$ cat config.mk
export PLATFORM = sky130hd
export DESIGN_NAME = circ_buf_window
export DESIGN_NICKNAME = d
export VERILOG_FILES = /design/src/rtl/circ_buf_window.sv
export SDC_FILE = /design/constraint.sdc
export NUM_CORES = 1
export LEC_CHECK = 0
export BUFFER_PORTS_ARGS = -buffer_cell sky130_fd_sc_hd__buf_2
export CAP_MARGIN = 20
export CORE_AREA = 2 2 104 81
export DETAILED_ROUTE_END_ITERATION = 8
export DIE_AREA = 0 0 106 83
export PLACE_DENSITY_LB_ADDON = 0.08
export SLEW_MARGIN = 20
export SYNTH_ARGS = -nofsm -noshare
export SYNTH_HDL_FRONTEND = slang
export SYNTH_SLANG_ARGS = --single-unit
$ cat constraint.sdc
create_clock -name clk -period 5.2 [get_ports clk]
set_clock_uncertainty 0.2 [all_clocks]
set_input_delay 1.3 -clock clk [delete_from_list [all_inputs] [get_ports clk]]
set_output_delay 1.3 -clock clk [all_outputs]
set_load 0.005 [all_outputs]
$ cat src/rtl/circ_buf_window.sv
module circ_buf_window #(
  parameter int DW  = 16,
  parameter int AW  = 8,
  parameter int WMW = 2
) (
  input  logic          clk,
  input  logic          rst_n,
  input  logic [AW-1:0] cfg_base,
  input  logic [AW-1:0] cfg_len,
  input  logic [WMW-1:0] cfg_wm,
  input  logic          soft_clr,
  input  logic          wr_en,
  input  logic [DW-1:0] wr_data,
  input  logic          rd_en,
  output logic [DW-1:0] rd_data,
  output logic          mem_wr_en,
  output logic [AW-1:0] mem_wr_addr,
  output logic [DW-1:0] mem_wr_data,
  output logic          mem_rd_en,
  output logic [AW-1:0] mem_rd_addr,
  input  logic [DW-1:0] mem_rd_data,
  input  logic          dma_wr_en,
  input  logic          dma_rd_en,
  input  logic [3:0]    irq_en,
  output logic          full_flag,
  output logic          empty_flag,
  output logic          ovf_flag,
  output logic          unf_flag,
  output logic          dma_wr_req,
  output logic          dma_rd_req,
  output logic          irq,
  output logic          clr_busy
);
  localparam int CW = AW + 1;

  logic [AW-1:0] wp, rp;
  logic [CW-1:0] cnt, len_x, thr, room;
  logic          clr_q, ovf_q, unf_q;
  logic [DW-1:0] rd_q;
  logic          wr_ok, wr_bad, rd_ok, rd_bad;

  function automatic logic [AW-1:0] bump(input logic [AW-1:0] p, input logic [AW-1:0] n);
    return (p == n - 1'b1) ? '0 : p + 1'b1;
  endfunction

  assign len_x  = {1'b0, cfg_len};
  assign thr    = CW'(1) << cfg_wm;
  assign room   = len_x - cnt;

  assign wr_ok  = wr_en & ~clr_q & (cnt != len_x);
  assign wr_bad = wr_en & ~clr_q & (cnt == len_x);
  assign rd_ok  = rd_en & ~clr_q & (cnt != '0);
  assign rd_bad = rd_en & ~clr_q & (cnt == '0);

  assign mem_wr_en   = wr_ok;
  assign mem_wr_addr = cfg_base + wp;
  assign mem_wr_data = wr_data;
  assign mem_rd_en   = rd_ok;
  assign mem_rd_addr = cfg_base + rp;

  assign full_flag  = room < thr;
  assign empty_flag = cnt < thr;
  assign ovf_flag   = ovf_q;
  assign unf_flag   = unf_q;
  assign rd_data    = rd_q;
  assign clr_busy   = clr_q;

  assign dma_wr_req = dma_wr_en & ~full_flag;
  assign dma_rd_req = dma_rd_en & ~empty_flag;
  assign irq = (irq_en[0] & ovf_q) | (irq_en[1] & unf_q) |
               (irq_en[2] & ~full_flag) | (irq_en[3] & ~empty_flag);

  always_ff @(posedge clk or negedge rst_n) begin
    if (!rst_n) begin
      wp    <= '0;
      rp    <= '0;
      cnt   <= '0;
      clr_q <= 1'b0;
      ovf_q <= 1'b0;
      unf_q <= 1'b0;
      rd_q  <= '0;
    end else begin
      clr_q <= soft_clr & ~clr_q;
      if (clr_q) begin
        wp    <= '0;
        rp    <= '0;
        cnt   <= '0;
        ovf_q <= 1'b0;
        unf_q <= 1'b0;
      end else begin
        if (wr_ok) wp <= bump(wp, cfg_len);
        if (rd_ok) begin
          rp   <= bump(rp, cfg_len);
          rd_q <= mem_rd_data;
        end
        cnt <= cnt + CW'(wr_ok) - CW'(rd_ok);
        if (wr_bad) ovf_q <= 1'b1;
        if (rd_bad) unf_q <= 1'b1;
      end
    end
  end
endmodule

==> results.json <==
{
  "dieArea_um2": 8800,
  "drtPass1Iterations": 4,
  "critPathLaunchType": "input pin",
  "clkTransAtPathRegs_ns": 0.09,
  "routedWlPerCell_um": 15.4,
  "synth_adder_area_share_pct": 16.0,
  "syn2layout_area_growth_pct": 14.9,
  "fp.dieW_um": 106,
  "htreeDepth": 2,
  "rows": 28,
  "insertion_delay_ns": 0.30,
  "p_leak_nw": 2.17,
  "cp_data_arrival_time_ns": 3.55,
  "postCtsSetupBuffers": 0,
  "synth_warnings": 0,
  "die_y_um": 83,
  "synth_area_leaders": "dfrtp_1 (27%), ha_1 (14%), xnor2_1 (7.9%)",
  "cts_hold_buf": 0,
  "post_synth_xor_area_fraction_pct": 9.82,
  "criticalPathCategory": "input pin to output pin",
  "wirelength_um": 9590,
  "grt_pass1_wl_um": 16200,
  "synthDistinctLibCells": 61,
  "synth_area_um2": 4020,
  "place_area_um2": 4460,
  "maxCapViolations": 0,
  "netlist.area_leader.share_pct": 27.4,
  "power.density_nw_per_um2": 419,
  "grt-ovfl-total": 0,
  "timing.hold.ws_ns": 0.310,
  "initial_core_util_pct": 51.9,
  "period_minus_slack_ns": 5.05,
  "stdcell_count": 624,
  "clock_path_buffers": 2,
  "syn_nets": 555,
  "synth_commonest_cells": "ha_1 (45), dfrtp_1 (44), xnor2_1 (36)",
  "ant_nets": 0,
  "gp_congestion": 0.870,
  "cts_sinks": 44,
  "synth_edf_count": 0,
  "grt_max_degree": 45,
  "status": "complete, no violations",
  "dp.final_hpwl_um": 7500,
  "end_kind": "output pin",
  "ys_ff_latch": 44,
  "synth_seq_area_share_pct": 27.4,
  "antenna_found_initial": 0,
  "cp.required_ns": 3.70,
  "design_area_um2": 4610,
  "placed_cells": 616,
  "postSynthCellCount": 445,
  "synth_compound_gate_area_share_pct": 14.6,
  "async_reset_ff_share_pct": 100,
  "slew_headroom_pct": 59.1,
  "hold_viol_final": 0,
  "drive_gt1_share_pct": 26.2,
  "fillers": 691,
  "peakVddDrop_uv": 342,
  "vias": 3489,
  "core_um2": 7740,
  "drtIter0Drc": 181,
  "holdCritPathClass": "flip-flop to flip-flop",
  "synth.most_common_cell": "ha_1",
  "finalSetupViolCount": 0,
  "finalWorstSetupSlack_ns": 0.147,
  "antennaDiodeCount": 0,
  "synth_top_family_by_area": "simple AND/OR/NAND/NOR gates",
  "finalMaxSlewViolations": 0,
  "cp_max_fo": 5,
  "grt_pass1_vias": 3382,
  "nNetsFinal": 628,
  "fin_crit_sh_pct": 97.2,
  "place_ws_ns": -0.0250,
  "timing.fmax_mhz": 198,
  "synth-main-ff-cell": "dfrtp_1",
  "worst_pin_slew_ns": 0.611,
  "drc": 0,
  "grt.total_usage_pct": 22.4,
  "synthSimpleGateAreaFrac_pct": 19.0,
  "io_pins": 119,
  "yosysTopAreaCell": "dfrtp_1",
  "cts_made_buffers": 5,
  "vias_per_cell": 5.59,
  "cts_root_buf": "clkbuf_8",
  "synthMuxAreaShare_pct": 6.05,
  "cts_tree": "built",
  "synth_area_per_cell_um2": 9.02,
  "port_buffers": 86
}
==> worst max-delay path, cell delays in order <==
cell and delay, ns:
buf_2 0.15, ha_1 0.32, nand2b_1 0.11, nand2b_1 0.07
a211oi_1 0.24, nor2_1 0.08, ha_1 0.31, a21oi_1 0.11
o21ai_0 0.10, a31o_2 0.24, nor4b_2 0.27, a22oi_1 0.09
buf_2 0.15
==> metrics by stage <==
| step | total power [mW] | TNS (ns) | utilization [%] |
|---|---|---|---|
| 5_1_grt | 2.13 | -0.00438 | 59.6 |
| 2_1_floorplan | 1.32 | 0 | - |
| 4_1_cts | 1.92 | 0 | 59.3 |
| 3_3_place_gp | 1.59 | 0 | 57.6 |
| 6_report | 1.94 | 0 | 59.6 |
| 3_5_place_dp | 1.63 | -0.0250 | 57.6 |
==> cell families (layout without fill, tap and decap cells) <==
group / count (synthesis) / in the layout
buffers and inverters: 59 / 133
AND/OR/NAND/NOR: 136 / 136
flip-flops: 44 / 44
adder cells (fa/ha/maj): 49 / 49
AO/OA/AOI/OAI: 90 / 90
XOR/XNOR: 45 / 45
multiplexers: 22 / 22
==> state kept, by name, indices dropped and copies added, names as in the netlist <==
signal	flops
wp	8
ovf_flag	1
rd_data	16
unf_flag	1
clr_busy	1
cnt	9
rp	8
==> cells in the final DEF (no fill, tap or decap), types with 4 or more instances in the layout <==
master	count
o21ai_0	22
a21oi_1	23
buf_2	85
inv_1	33
nand2_1	21
ha_1	44
mux2i_1	4
xor2_1	9
dfrtp_1	44
and3_1	4
buf_4	7
mux2_2	18
a21o_1	8
nor2b_1	11
a31oi_1	7
clkbuf_8	6
nand2b_1	11
nand3_1	13
nand4_1	5
nor2_1	34
xnor2_1	36
nor3_1	8
==> metal layers <==
metal,global-route usage (%),wire length [um],vias up
met4,5.74,123,0
met1,33.2,4670,1670
met2,34.1,4210,99
met5,0,0,-
li1,-,-,1703
met3,3.53,591,17
==> final cells by class <==
class	count	area [um^2]	share of cell area, %
timing repair buffer	92	478	10.4
sequential	44	1100	23.9
multi-input combinational	342	2660	57.6
clock inverter	2	38.8	0.841
inverter	33	124	2.68
tap	105	131	2.85
clock buffer	6	82.6	1.79
==> worst paths after layout <==
check,from,to,slack (ns),depth (start not counted)
min in group asynchronous,rst_n,rd_data[7]$_DFFE_PN0P_,0.79,1
max reg2reg,cnt[4]$_DFF_PN0_,cnt[8]$_DFF_PN0_,1.47,16
min reg2reg,rd_data[9]$_DFFE_PN0P_,rd_data[9]$_DFFE_PN0P_,0.31,1
min,rd_data[9]$_DFFE_PN0P_,rd_data[9]$_DFFE_PN0P_,0.31,1
max,cfg_len[1],irq,0.15,13
max in group asynchronous,rst_n,ovf_flag$_DFFE_PN0P_,3.60,1
==> timing repair <==
action	CTS	global route
setup endpoints to repair	1	3
pin swaps	0	2
gates resized for setup	2	6
==> where the power goes <==
group / total, mW / internal (mW) / switching, mW
clock network: 0.277 / 0.157 / 0.120
registers: 0.531 / 0.426 / 0.104
logic: 1.13 / 0.540 / 0.588
Power figures use the tool's default switching activity.
